<file path="config.mk">
export PLATFORM = sky130hd
export DESIGN_NAME = erase_sequencer
export DESIGN_NICKNAME = d
export VERILOG_FILES = /design/src/rtl/erase_seq_pkg.sv /design/src/rtl/erase_seq_dpath.sv /design/src/rtl/erase_seq_ctrl.sv /design/src/rtl/erase_sequencer.sv
export SDC_FILE = /design/constraint.sdc
export NUM_CORES = 1
export LEC_CHECK = 0
export ABC_AREA = 1
export BUFFER_PORTS_ARGS = -buffer_cell sky130_fd_sc_hd__buf_2
export CORE_AREA = 3 3 78 110
export CTS_CLUSTER_DIAMETER = 200
export DETAILED_ROUTE_END_ITERATION = 12
export DIE_AREA = 0 0 81 113
export PLACE_DENSITY = 0.82
export SKIP_LAST_GASP = 1
export SLEW_MARGIN = 20
export SYNTH_ARGS = -nofsm -noshare
export SYNTH_HDL_FRONTEND = slang
export SYNTH_SLANG_ARGS = --single-unit
export TNS_END_PERCENT = 100
</file>
<file path="constraint.sdc">
create_clock -name clk -period 2.2 [get_ports clk]
set_input_delay 0 -clock clk [delete_from_list [all_inputs] [get_ports clk]]
set_output_delay 0 -clock clk [all_outputs]
set_load 0.005 [all_outputs]
</file>
<file path="src/rtl/erase_seq_pkg.sv">
package erase_seq_pkg;

  localparam logic [7:0] OP_ERASE    = 8'h20;
  localparam logic [7:0] OP_VERIFY   = 8'hA0;
  localparam logic [7:0] OP_READMODE = 8'hFF;
  localparam logic [7:0] BYTE_CLEAN  = 8'hFF;

  typedef enum logic [1:0] {
    BK_ERASE,
    BK_VERIFY,
    BK_READ,
    BK_RESET
  } busKind_e;

  typedef enum logic [2:0] {
    ST_IDLE,
    ST_ERS1,
    ST_ERS2,
    ST_EWAIT,
    ST_VCMD,
    ST_VWAIT,
    ST_VREAD,
    ST_RST
  } seqState_e;

  // control -> datapath strobes
  typedef struct packed {
    logic     clrJob;
    logic     incAddr;
    logic     incPulse;
    logic     loadLong;
    logic     loadShort;
    logic     issue;
    busKind_e kind;
  } ctrlStrobe_t;

  // datapath -> control status
  typedef struct packed {
    logic ack;
    logic pass;
    logic lastAddr;
    logic atLimit;
    logic timerZero;
  } dpStatus_t;

endpackage

</file>
<file path="src/rtl/erase_seq_dpath.sv">
module erase_seq_dpath
  import erase_seq_pkg::*;
#(
  parameter int ADDR_W      = 18,
  parameter int ERASE_WAIT  = 500000,
  parameter int VERIFY_WAIT = 300,
  parameter int MAX_PULSES  = 1000
) (
  input  logic              clk,
  input  logic              rstN,
  input  ctrlStrobe_t       strobe,
  output dpStatus_t         status,
  output logic              busReq,
  output logic              busWr,
  output logic [ADDR_W-1:0] busAddr,
  output logic [7:0]        busWdata,
  input  logic [7:0]        busRdata,
  input  logic              busAck
);

  localparam int LONGEST = (ERASE_WAIT > VERIFY_WAIT) ? ERASE_WAIT : VERIFY_WAIT;
  localparam int TMR_W   = $clog2(LONGEST + 1);
  localparam int PCNT_W  = $clog2(MAX_PULSES + 1);
  localparam logic [TMR_W-1:0]  LONG_LOAD  = TMR_W'(ERASE_WAIT - 1);
  localparam logic [TMR_W-1:0]  SHORT_LOAD = TMR_W'(VERIFY_WAIT - 1);
  localparam logic [PCNT_W-1:0] LAST_PULSE = PCNT_W'(MAX_PULSES - 1);
  localparam logic [ADDR_W-1:0] TOP_ADDR   = {ADDR_W{1'b1}};

  logic [ADDR_W-1:0] curAddr;
  logic [ADDR_W-1:0] addrNext;
  logic [PCNT_W-1:0] pulseCnt;
  logic [TMR_W-1:0]  timer;
  logic [7:0]        opcode;
  logic              addrCarried;

  // the verify issued together with an address step must see the new address
  assign addrNext = strobe.incAddr ? curAddr + 1'b1 : curAddr;

  always_comb begin
    opcode      = 8'h00;
    addrCarried = 1'b0;
    unique case (strobe.kind)
      BK_ERASE:  opcode = OP_ERASE;
      BK_VERIFY: begin opcode = OP_VERIFY; addrCarried = 1'b1; end
      BK_READ:   addrCarried = 1'b1;
      BK_RESET:  opcode = OP_READMODE;
      default:   opcode = 8'h00;
    endcase
  end

  // job counters
  always_ff @(posedge clk or negedge rstN) begin
    if (!rstN) begin
      curAddr  <= '0;
      pulseCnt <= '0;
    end else if (strobe.clrJob) begin
      curAddr  <= '0;
      pulseCnt <= '0;
    end else begin
      if (strobe.incAddr)  curAddr  <= curAddr + 1'b1;
      if (strobe.incPulse) pulseCnt <= pulseCnt + 1'b1;
    end
  end

  // one down-counter serves both waits
  always_ff @(posedge clk or negedge rstN) begin
    if (!rstN)                timer <= '0;
    else if (strobe.loadLong)  timer <= LONG_LOAD;
    else if (strobe.loadShort) timer <= SHORT_LOAD;
    else if (timer != '0)      timer <= timer - 1'b1;
  end

  // bus request register
  always_ff @(posedge clk or negedge rstN) begin
    if (!rstN) begin
      busReq   <= 1'b0;
      busWr    <= 1'b0;
      busAddr  <= '0;
      busWdata <= '0;
    end else if (strobe.issue) begin
      busReq   <= 1'b1;
      busWr    <= (strobe.kind != BK_READ);
      busAddr  <= addrCarried ? addrNext : '0;
      busWdata <= opcode;
    end else if (busReq && busAck) begin
      busReq   <= 1'b0;
    end
  end

  assign status.ack       = busReq && busAck;
  assign status.pass      = (busRdata == BYTE_CLEAN);
  assign status.lastAddr  = (curAddr == TOP_ADDR);
  assign status.atLimit   = (pulseCnt == LAST_PULSE);
  assign status.timerZero = (timer == '0);

  // a pending request holds its contents until acknowledged
  p_req_hold_r10: assert property (@(posedge clk) disable iff (!rstN)
    (busReq && !busAck) |=> (busReq && $stable(busAddr) && $stable(busWr) && $stable(busWdata)));

  // control never issues over an unfinished request
  p_no_overissue_r10: assert property (@(posedge clk) disable iff (!rstN)
    strobe.issue |-> (!busReq || busAck));

  // the pulse count never passes the budget
  p_pulse_cap_r6: assert property (@(posedge clk) disable iff (!rstN)
    (pulseCnt <= LAST_PULSE));

endmodule

</file>
<file path="src/rtl/erase_seq_ctrl.sv">
module erase_seq_ctrl
  import erase_seq_pkg::*;
(
  input  logic        clk,
  input  logic        rstN,
  input  logic        start,
  input  dpStatus_t   status,
  output ctrlStrobe_t strobe,
  output logic        hvEn,
  output logic        donePulse,
  output logic        errPulse,
  output logic        doneFlag,
  output logic        errFlag
);

  seqState_e state, stateNext;
  logic launch, finishOk, finishErr;

  always_comb begin
    strobe    = '0;
    stateNext = state;
    launch    = 1'b0;
    finishOk  = 1'b0;
    finishErr = 1'b0;
    unique case (state)
      ST_IDLE: if (start) begin
        launch        = 1'b1;
        strobe.clrJob = 1'b1;
        strobe.issue  = 1'b1;
        strobe.kind   = BK_ERASE;
        stateNext     = ST_ERS1;
      end
      ST_ERS1: if (status.ack) begin
        strobe.issue = 1'b1;
        strobe.kind  = BK_ERASE;
        stateNext    = ST_ERS2;
      end
      ST_ERS2: if (status.ack) begin
        strobe.loadLong = 1'b1;
        stateNext       = ST_EWAIT;
      end
      ST_EWAIT: if (status.timerZero) begin
        strobe.issue = 1'b1;
        strobe.kind  = BK_VERIFY;
        stateNext    = ST_VCMD;
      end
      ST_VCMD: if (status.ack) begin
        strobe.loadShort = 1'b1;
        stateNext        = ST_VWAIT;
      end
      ST_VWAIT: if (status.timerZero) begin
        strobe.issue = 1'b1;
        strobe.kind  = BK_READ;
        stateNext    = ST_VREAD;
      end
      ST_VREAD: if (status.ack) begin
        if (status.pass) begin
          strobe.issue = 1'b1;
          if (status.lastAddr) begin
            strobe.kind = BK_RESET;
            stateNext   = ST_RST;
          end else begin
            strobe.incAddr = 1'b1;
            strobe.kind    = BK_VERIFY;
            stateNext      = ST_VCMD;
          end
        end else if (status.atLimit) begin
          finishErr = 1'b1;
          stateNext = ST_IDLE;
        end else begin
          strobe.incPulse = 1'b1;
          strobe.issue    = 1'b1;
          strobe.kind     = BK_ERASE;
          stateNext       = ST_ERS1;
        end
      end
      ST_RST: if (status.ack) begin
        finishOk  = 1'b1;
        stateNext = ST_IDLE;
      end
      default: stateNext = ST_IDLE;
    endcase
  end

  always_ff @(posedge clk or negedge rstN) begin
    if (!rstN) begin
      state     <= ST_IDLE;
      hvEn      <= 1'b0;
      donePulse <= 1'b0;
      errPulse  <= 1'b0;
      doneFlag  <= 1'b0;
      errFlag   <= 1'b0;
    end else begin
      state     <= stateNext;
      donePulse <= finishOk;
      errPulse  <= finishErr;
      if (launch) begin
        hvEn     <= 1'b1;
        doneFlag <= 1'b0;
        errFlag  <= 1'b0;
      end
      if (finishOk) begin
        hvEn     <= 1'b0;
        doneFlag <= 1'b1;
      end
      if (finishErr) begin
        hvEn    <= 1'b0;
        errFlag <= 1'b1;
      end
    end
  end

  // the two results are exclusive and the done pulse lasts one cycle
  p_one_result_r7: assert property (@(posedge clk) disable iff (!rstN)
    !(donePulse && errPulse));
  p_done_once_r7: assert property (@(posedge clk) disable iff (!rstN)
    donePulse |=> !donePulse);

  // an error leaves the high voltage off
  p_err_hv_off_r6: assert property (@(posedge clk) disable iff (!rstN)
    errPulse |-> (!hvEn && errFlag));

  // an accepted start clears both flags and raises the high voltage
  p_start_clears_r8: assert property (@(posedge clk) disable iff (!rstN)
    (state == ST_IDLE && start) |=> (!doneFlag && !errFlag && hvEn));

endmodule

</file>
<file path="src/rtl/erase_sequencer.sv">
module erase_sequencer
  import erase_seq_pkg::*;
#(
  parameter int ADDR_W      = 18,
  parameter int ERASE_WAIT  = 500000,
  parameter int VERIFY_WAIT = 300,
  parameter int MAX_PULSES  = 1000
) (
  input  logic              clk,
  input  logic              rstN,
  input  logic              start,
  output logic              busReq,
  output logic              busWr,
  output logic [ADDR_W-1:0] busAddr,
  output logic [7:0]        busWdata,
  input  logic [7:0]        busRdata,
  input  logic              busAck,
  output logic              hvEn,
  output logic              donePulse,
  output logic              errPulse,
  output logic              doneFlag,
  output logic              errFlag
);

  ctrlStrobe_t strobe;
  dpStatus_t   status;

  erase_seq_ctrl u_ctrl (
    .clk       (clk),
    .rstN      (rstN),
    .start     (start),
    .status    (status),
    .strobe    (strobe),
    .hvEn      (hvEn),
    .donePulse (donePulse),
    .errPulse  (errPulse),
    .doneFlag  (doneFlag),
    .errFlag   (errFlag)
  );

  erase_seq_dpath #(
    .ADDR_W      (ADDR_W),
    .ERASE_WAIT  (ERASE_WAIT),
    .VERIFY_WAIT (VERIFY_WAIT),
    .MAX_PULSES  (MAX_PULSES)
  ) u_dpath (
    .clk      (clk),
    .rstN     (rstN),
    .strobe   (strobe),
    .status   (status),
    .busReq   (busReq),
    .busWr    (busWr),
    .busAddr  (busAddr),
    .busWdata (busWdata),
    .busRdata (busRdata),
    .busAck   (busAck)
  );

  // no bus request goes out without the high voltage applied
  p_hv_covers_req_r1: assert property (@(posedge clk) disable iff (!rstN)
    busReq |-> hvEn);

endmodule

</file>
==> flow_summary.toml, run 1 <==
[status]
status = "complete, no violations"

[pwr]
powerDensity_mw_per_mm2 = 839
peakVddDrop_uv = 699
p_leak_nw = 2.69
p_total_mw = 4.25

[finish]
fillers = 683
final_cells = 763
nets = 674
drive_gt1_share_pct = 16.1
area_growth_pct = 11.1
antennaDiodeCount = 0

[critical_path]
crit_cells = 10
worstSetupPathType = "register to register"
critical-path-top-delay-family = "simple AND/OR/NAND/NOR gates"
rr_worst_depth = 10
critPathLaunch = "u_dpath.curAddr[0]"
worstReg2RegStart = "u_dpath.curAddr[0]"
critical_path.startpoint_type = "register"
arrival_ns = 2.34
critical_path.max_fanout = 13
cp_cell_sequence = "ha_1 -> inv_1 -> nor2_4 -> nand2_4 -> nor2_8 -> nand2_4 -> nand2_4 -> inv_2 -> a21oi_1 -> and2_1"
crit_path_max_incr_delay_ns = 0.43
worstReg2RegEnd = "u_dpath.curAddr[17]"
critPathCapture = "u_dpath.curAddr[17]"
crit_path_end_kind = "register"
critPathBufInv = 2
cp.required_ns = 2.50
reg2reg_slack_ns = 0.16
critPathMostFrequentCell = "nand2_4"
critPathSlowestCell = "dfrtp_1"

[yosys]
synth.net_count = 626
yosysMostFrequentCell = "nand2_1"
synthCells = 610
synth_edf_count = 0
ys_seq_area_share_pct = 42.2
yosysTopAreaCell = "dfrtp_1"
yosysWarnings = 0
synth.avg_cell_area_um2 = 7.49
ys_seq_elements = 77
synthTopCellsByArea = "dfrtp_1, nand2_1, inv_1, nand3_1, nor2_1"
synth_top_flop_cell = "dfrtp_1"
async_flop_share_pct = 100
synth_commonest_cells = "nand2_1, dfrtp_1, inv_1"
synth_top_area_share_pct = 42.2
synth.distinct_cells = 42
synth_area_mm2 = 0.00457

[timing]
period_minus_slack_ns = 2.04
hold_violations = 0
drv_slew = 0
worst-slew-pin-transition_ns = 0.979
setup_violations = 0
relSlewSlack_pct = 34.7
finClkSkew_ns = 0.00958
rsz0062_at_grt = "false"
timing.hold.ws_ns = 0.0876
setup_tns_ns = 0
period_share_pct = 92.6
fmax_mhz = 491

[place]
place.port_buffers = 44
hpwl_mm = 8.23
gp_routability_congestion = 0.999
dp_cells = 746

[cts]
clockBufferDepth = 2
htreeDepth = 3
cts_sinks = 77
numCtsBuffers = 9
cts_resized = 0
clk_pin_slew_worst_paths_ns = 0.08
clk_latency_ns = 0.36
root_buffer = "clkbuf_8"
tritoncts = "yes"

[floorplan]
core_area_mm2 = 0.00770
start_util_pct = 59.3
die_h_um = 113
die_w_um = 81
num_rows = 38
die_area_mm2 = 0.00915
pin_count = 45

[global_route]
antenna_found_initial = 0
grt_pass1_vias = 4120
grt_pass1_wl_mm = 18.8
grt-ovfl-total = 0
track_usage_pct = 26.3
grt_max_degree = 78

[min_path]
worst_hold_path.num_cells = 4
holdCritPathClass = "input pin to register"

[drt]
first_iter_violations = 241
dr.pass1.iters = 5
vias_per_cell = 5.48
ant_nets = 0
drc = 0
wl_per_cell_um = 14.5
vias = 4183
wl_mm = 11.1

[run]
cap_viol_max_count = 0
==> cells in the final DEF, fill, tap and decap left out, drive strengths merged <==
cell / count
a211oi: 2
a21o: 1
a21oi: 28
and2: 8
buf: 55
bufinv: 1
clkbuf: 12
clkinv: 3
clkinvlp: 1
dfrtp: 77
dlygate4sd3: 1
ha: 4
inv: 79
nand2: 170
nand3: 52
nand3b: 2
nand4: 34
nor2: 69
nor3: 12
nor3b: 1
o211ai: 3
o21a: 1
o21ai: 31
o21bai: 2
or2: 2
xnor2: 2
xor2: 10
==> through the flow <==
step / area, um2 / setup slack (ns) / utilization, %
2_1_floorplan: 4570 / 0.444 / -
4_1_cts: 5070 / 0.187 / 65.9
5_1_grt: 5070 / 0.00438 / 65.9
3_3_place_gp: 4870 / 0.276 / 63.2
3_5_place_dp: 4870 / 0.206 / 63.2
6_report: 5070 / 0.163 / 65.9
==> flip-flops by register name (all words and copies together), names as in the netlist, 2 cells and up <==
register / count
u_ctrl.state: 3
u_dpath.busAddr: 18
u_dpath.busWdata: 2
u_dpath.pulseCnt: 10
u_dpath.timer: 19
u_dpath.curAddr: 18
==> power breakdown <==
group,internal (mW),switching [mW],leakage [nW]
registers,1.64,0.193,1.03
logic,0.461,0.878,1.57
clock network,0.553,0.528,0.0964
==> layer usage <==
| layer | vias up | share of wire [%] | GRT usage [%] |
|---|---|---|---|
| li1 | 2064 | - | - |
| met1 | 1989 | 37 | 29.3 |
| met2 | 107 | 55 | 47.3 |
| met3 | 23 | 4.8 | 5.41 |
| met4 | 0 | 3.1 | 11.5 |
| met5 | - | 0 | 0 |
==> cells by family (layout without fill, tap and decap cells) <==
family / Yosys count / count (layout) / synth area share (%)
buffers and inverters: 99 / 152 / 9.75
adders and majority gates: 4 / 4 / 1.10
AOI/OAI and AO/OA: 68 / 68 / 8.38
and+or+nand+nor: 350 / 350 / 36.3
xor gates and xnor gates: 12 / 12 / 2.30
DFF: 77 / 77 / 42.2
==> cell type report <==
| class | count | area [um2] | share of cell area (%) |
|---|---|---|---|
| Sequential cell | 77 | 1930 | 38.0 |
| Tap cell | 100 | 125 | 2.47 |
| Clock buffer | 12 | 145 | 2.86 |
| Inverter | 80 | 305 | 6.02 |
| Clock inverter | 4 | 47.5 | 0.937 |
| Multi-Input combinational cell | 434 | 2190 | 43.3 |
| Timing Repair Buffer | 56 | 328 | 6.46 |
==> how the worst min path moves through the flow <==
stage	start	end	slack, ns
finish	busAck	u_dpath.busReq	0.09
global route	busAck	u_dpath.busReq	0.11
CTS	busAck	u_dpath.busReq	0.07
detailed placement	rstN	u_dpath.busAddr[13]	0.22
global placement	rstN	u_dpath.busAddr[11]	0.20
floorplan	rstN	u_ctrl.doneFlag	-0.30
==> worst min-delay path, delay by kind of cell <==
family          cells  cell delay (ns)
compound gates      1             0.12
buf+inv             2             0.22
simple gates        1             0.06
==> repair_timing <==
item,in CTS,in global routing
setup buffers,0,0
endpoints found under the hold margin,77,0
hold buffers,1,0
Power figures use the tool's default switching activity.
==> inputs of run 2 (changes only) <==
- ABC_AREA: 1 -> default
- CORE_AREA: 3 3 78 110 -> 3 3 119 64
- DIE_AREA: 0 0 81 113 -> 0 0 122 67
- PLACE_DENSITY: 0.82 -> 0.81
==> flow_summary.toml, run 2 <==
[critical_path]
worstReg2RegEnd = "u_dpath.busAddr[10]"
reg2reg_slack_ns = 0.07
critical_path.startpoint_type = "register"
critical_path.max_fanout = 21
cp_cell_sequence = "or4_4 -> nor4_4 -> and4_4 -> nor3_2 -> buf_12 -> a221o_1"
worstReg2RegStart = "u_dpath.timer[5]"
critPathSlowestCell = "or4_4"
rr_worst_depth = 6
worstSetupPathType = "register to register"
critPathBufInv = 1
crit_path_max_incr_delay_ns = 0.59
cp.required_ns = 2.42
critical-path-top-delay-family = "simple AND/OR/NAND/NOR gates"
arrival_ns = 2.35
crit_path_end_kind = "register"

[finish]
ff_latch_area_mm2 = 0.00193
largest_register_ffs = 19
fillers = 494
layout_commonest_cell = "dfrtp_1"
multi_input_area_mm2 = 0.00179
top_regs = "u_dpath.timer: 19 flops, u_dpath.busAddr: 18 flops, u_dpath.curAddr: 18 flops"
drive_gt1_share_pct = 20.4
mostFrequentLayoutCells = "dfrtp_1, nor2_1, nand2_1"
top_register = "u_dpath.timer"
area_growth_pct = 20.0
nets = 478
final_area_mm2 = 0.00459
antennaDiodeCount = 0
post-route-util_pct = 69.6
final_cells = 558

[yosys]
yosysWarnings = 0
yosysMostFrequentCell = "dfrtp_1"
ys_seq_area_share_pct = 50.4
synth.avg_cell_area_um2 = 9.51
synth_commonest_cells = "dfrtp_1, nor2_1, nand2_1"
synth_edf_count = 0
ys_seq_elements = 77
synth.net_count = 418
yosysTopAreaCell = "dfrtp_1"
synthCells = 402
synth_top_area_share_pct = 50.4
synthTopCellsByArea = "dfrtp_1, xor2_1, nor2_1, nand2_1, o21ai_0"
async_flop_share_pct = 100
synth.distinct_cells = 47
synth_area_mm2 = 0.00382
synth_top_flop_cell = "dfrtp_1"

[cts]
htreeDepth = 3
clockBufferDepth = 2
cts_sinks = 77
root_buffer = "clkbuf_16"
clk_latency_ns = 0.34
clk_pin_slew_worst_paths_ns = 0.05
tritoncts = "yes"
numCtsBuffers = 9

[drt]
first_iter_violations = 199
drc = 0
vias_per_cell = 5.54
ant_nets = 0
vias = 3091
wl_mm = 8.48
wl_per_cell_um = 15.2
dr.pass1.iters = 6

[place]
place.port_buffers = 44
gp_routability_congestion = 0.835
dpl_worst_slack_ns = 0.0697
place_area_mm2 = 0.00421
dp_cells = 538
hpwl_mm = 5.80

[min_path]
hold_path_end = "u_ctrl.state[0]"
hp-start = "start"
holdCritPathClass = "input pin to register"
worst_hold_path.num_cells = 3

[timing]
setup_tns_ns = 0
fmax_mhz = 470
setup_violations = 0
fin_ws_ns = 0.0737
relSlewSlack_pct = 37.6
drv_slew = 0
timing.hold.ws_ns = 0.0351
worst-slew-pin-transition_ns = 0.936
finClkSkew_ns = 0.00483
hold_violations = 0
period_share_pct = 96.6
rsz0062_at_grt = "true"
period_minus_slack_ns = 2.13

[global_route]
grt_max_degree = 78
track_usage_pct = 22.7
grt_pass1_vias = 3014
grt-ovfl-total = 0
antenna_found_initial = 0
grt_pass1_wl_mm = 14.2

[pwr]
p_total_mw = 3.45
powerDensity_mw_per_mm2 = 752
p_leak_nw = 2.12
peakVddDrop_uv = 387

[run]
cap_viol_max_count = 0

[floorplan]
die_area_mm2 = 0.00817
die_w_um = 122
core_area_mm2 = 0.00660
start_util_pct = 58.0
pin_count = 45
num_rows = 21
die_h_um = 67

[status]
status = "complete, no violations"
[run 2: cell families (layout without fill, tap and decap cells)]
kind of cell | count (synthesis) | in the layout | share of synthesized area [%]
AO/OA/AOI/OAI | 62 | 62 | 9.75
flip-flops | 77 | 77 | 50.4
AND/OR/NAND/NOR | 188 | 188 | 25.0
buffers and inverters | 30 | 94 | 3.96
XOR/XNOR | 36 | 36 | 8.25
adder cells (fa/ha/maj) | 4 | 4 | 1.31
multiplexers | 5 | 5 | 1.31
[run 2: final cells by class]
cell class / instances / share of cell area (%)
Timing Repair Buffer: 69 / 9.33
Clock buffer: 14 / 5.76
Multi-Input combinational cell: 295 / 38.9
Sequential cell: 77 / 42.0
Clock inverter: 1 / 0.655
Inverter: 10 / 0.818
Tap cell: 92 / 2.51
[run 2: worst max-delay path by stage]
stage | start | to | slack, ns | cells after the start
after global routing | u_dpath.timer[5] | u_ctrl.state[1] | -0.03 | 7
after CTS | u_dpath.timer[5] | u_dpath.busAddr[10] | 0.06 | 6
after detailed placement | u_dpath.timer[5] | u_dpath.busAddr[10] | 0.07 | 6
final | u_dpath.timer[5] | u_dpath.busAddr[10] | 0.07 | 6
after floorplan | u_dpath.timer[5] | u_dpath.busWdata[7] | 0.05 | 6
after global placement | u_dpath.timer[5] | u_dpath.busAddr[10] | 0.11 | 6
[run 2: worst register-to-register path: stages, from the launching register on]
cell and delay, ns:
dfrtp_1 0.40, or4_4 0.59, nor4_4 0.17, and4_4 0.29, nor3_2 0.06, buf_12 0.17
a221o_1 0.34
[run 2: power breakdown]
part,internal (mW),switching (mW),total [mW]
clock,0.935,0.529,1.46
combinational,0.167,0.198,0.365
sequential,1.52,0.104,1.62
total,2.62,0.831,3.45
[run 2: metal layers]
metal,track usage (%),routed length (um),up-vias
li1,-,-,1517
met1,29.1,3930,1480
met2,37.0,4000,80
met3,6.70,405,14
met4,8.24,143,0
met5,0,0,-
[run 2: timing repair]
| action | in CTS | in global routing |
|---|---|---|
| endpoints found under the hold margin | 78 | 0 |
| setup endpoints to repair | 0 | 16 |
| buffers inserted | 0 | 3 |
| gates resized for setup | 0 | 8 |
| hold buffers | 2 | 0 |
==> inputs of run 3 (changes only) <==
- CORE_AREA: 3 3 119 64 -> 3 3 121 65
- DIE_AREA: 0 0 122 67 -> 0 0 124 68
- PLACE_DENSITY: 0.81 -> 0.8
- SYNTH_HIERARCHICAL: default -> 1
==> flow_summary.toml, run 3 <==
[status]
status = "finished with violations"
violations = "setup timing"

[timing]
period_share_pct = 119
hold_violations = 0
relSlewSlack_pct = 36.4
worst-slew-pin-transition_ns = 0.954
finClkSkew_ns = 0.00599
fmax_mhz = 382
drv_slew = 0
rsz0062_at_grt = "true"
setup_tns_ns = -8.47
fin_ws_ns = -0.421
period_minus_slack_ns = 2.62
setup_violations = 32

[yosys]
yosysMostFrequentCell = "dfrtp_1"
synth.distinct_cells = 58
synth_area_mm2 = 0.00393
ys_seq_area_share_pct = 49.0
synth_top_flop_cell = "dfrtp_1"
yosysWarnings = 6
synth.avg_cell_area_um2 = 10.3
synth.net_count = 400
async_flop_share_pct = 100
synth_commonest_cells = "dfrtp_1, nor2_1, nand2_1"
synthTopCellsByArea = "dfrtp_1, nor2_1, xnor2_1, xor2_1, o2bb2ai_1"
synth_top_area_share_pct = 49.0
ys_seq_elements = 77
synth_edf_count = 0
yosysTopAreaCell = "dfrtp_1"
synthCells = 382

[global_route]
use_met1_pct = 28.6
use_met3_pct = 9.08
grt-ovfl-total = 0
grt_pass1_wl_mm = 16.4
track_usage_pct = 26.0
grt_max_degree = 78
grt-busiest-layer = "met2"
grt_pass1_vias = 3413
met2_usage_pct = 48.0
antenna_found_initial = 0

[critical_path]
critPathCapture = "u_dpath/busAddr[1]"
critical-path-top-delay-family = "simple AND/OR/NAND/NOR gates"
crit_path_end_kind = "register"
critical_path.startpoint_type = "register"
worstReg2RegEnd = "u_dpath/busAddr[1]"
crit_path_max_incr_delay_ns = 0.49
critPathLaunch = "u_dpath/timer[1]"
critical_path.max_fanout = 8
worstSetupPathType = "register to register"
worstReg2RegStart = "u_dpath/timer[1]"
crit_cells = 12
reg2reg_slack_ns = -0.42
critPathSlowestCell = "or4b_4"
cp_cell_sequence = "inv_2 -> ha_4 -> or4b_4 -> nor3_4 -> nand2_2 -> inv_4 -> nand3b_1 -> a21boi_2 -> inv_2 -> ha_4 -> nand2b_4 -> o2bb2ai_4"
rr_worst_depth = 12
critPathBufInv = 3
cp.required_ns = 2.41
arrival_ns = 2.83

[floorplan]
die_h_um = 68
pin_count = 45
core_area_mm2 = 0.00673
start_util_pct = 58.5
die_w_um = 124
die_area_mm2 = 0.00843
num_rows = 21

[pwr]
p_leak_nw = 2.66
p_total_mw = 3.92
peakVddDrop_uv = 485
powerDensity_mw_per_mm2 = 713

[finish]
top_register = "u_dpath/timer"
nets = 520
antennaDiodeCount = 0
largest_register_ffs = 19
top_regs = "u_dpath/timer: 19 flops, u_dpath/busAddr: 18 flops, u_dpath/curAddr: 18 flops"
fillers = 335
mostFrequentLayoutCells = "buf_4, dfrtp_1, nor2_1"
area_growth_pct = 40.0
drive_gt1_share_pct = 41.2

[cts]
root_buffer = "clkbuf_16"
clockBufferDepth = 2
clk_pin_slew_worst_paths_ns = 0.06
clk_latency_ns = 0.34
numCtsBuffers = 9
cts_sinks = 77
htreeDepth = 3
tritoncts = "yes"

[min_path]
holdCritPathClass = "input pin to register"
worst_hold_path.num_cells = 3

[drt]
dr.pass1.iters = 5
wl_per_cell_um = 18.9
vias = 3478
ant_nets = 0
drc = 0
vias_per_cell = 5.83
first_iter_violations = 230
wl_mm = 11.3

[run]
cap_viol_max_count = 0

[place]
gp_routability_congestion = 0.822
place.port_buffers = 44
hpwl_mm = 6.23
-- run 3: changes by cell type in the layout (fill, tap and decap cells not counted), sizes merged, moves of 7 or more --
cell / previous run / this run
o21ai: 26 / 10
nand2: 48 / 28
a21o: 1 / 9
nor2: 50 / 59
o2bb2ai: 0 / 12
buf: 67 / 126
o211ai: 7 / 0
or3: 8 / 0
-- run 3: routing by layer --
metal	up-vias	routed length, um
li1	1556	-
met1	1732	4270
met2	147	5950
met3	43	705
met4	0	351
met5	-	0
-- run 3: where the power goes --
part / internal (mW) / switching, mW / leakage [nW]
combinational: 0.394 / 0.418 / 1.50
sequential: 1.54 / 0.130 / 1.02
clock: 0.895 / 0.544 / 0.139
total: 2.83 / 1.09 / 2.66
-- run 3: metrics by stage --
step	hold WS (ns)	cells	setup WS, ns	utilization (%)	area, um2
3_5_place_dp	0.196	557	-0.402	69.3	4660
6_report	0.0984	597	-0.421	81.8	5500
2_1_floorplan	-0.296	382	-0.464	-	4010
3_3_place_gp	0.186	557	-0.312	69.3	4660
4_1_cts	0.0906	583	-0.338	77.6	5220
5_1_grt	0.0975	597	-0.521	81.8	5500
-- run 3: worst min-delay path by stage --
| stage | from | to |
|---|---|---|
| 2_1_floorplan | rstN | u_ctrl/doneFlag |
| 3_3_place_gp | rstN | u_ctrl/doneFlag |
| 3_5_place_dp | busAck | u_dpath/busReq |
| 4_1_cts | start | u_ctrl/errFlag |
| 5_1_grt | start | u_ctrl/errFlag |
| 6_report | start | u_ctrl/errFlag |
-- run 3: kinds of logic after synthesis --
family                   synth area share (%)
flip-flops                               49.0
buffers and inverters                    4.39
multiplexers                             1.94
XOR/XNOR                                 8.91
adder cells (fa/ha/maj)                  1.91
AO/OA/AOI/OAI                            10.9
AND/OR/NAND/NOR                          22.9
-- run 3: cell type report --
type                            count  area [um2]  share of cell area [%]
Clock buffer                       12         246                    4.48
Clock inverter                      2        35.0                   0.637
Inverter                           13        56.3                    1.02
Multi-Input combinational cell    272        2180                    39.6
Sequential cell                    77        1930                    35.0
Tap cell                           92         115                    2.09
Timing Repair Buffer              129         947                    17.2
-- run 3: repair_timing --
action	CTS	global route
setup buffers	7	14
endpoints found under the hold margin	78	0
hold buffers	2	0
cloned	3	1
setup endpoints to repair	29	39
resized for setup	27	29
pin swaps	14	18
-- run 3: tightest hold or removal path: cells and delay by family --
kind / cells / cell delay (ns)
buffers and inverters: 1 / 0.11
AOI/OAI and AO/OA: 1 / 0.14
and+or+nand+nor: 1 / 0.17
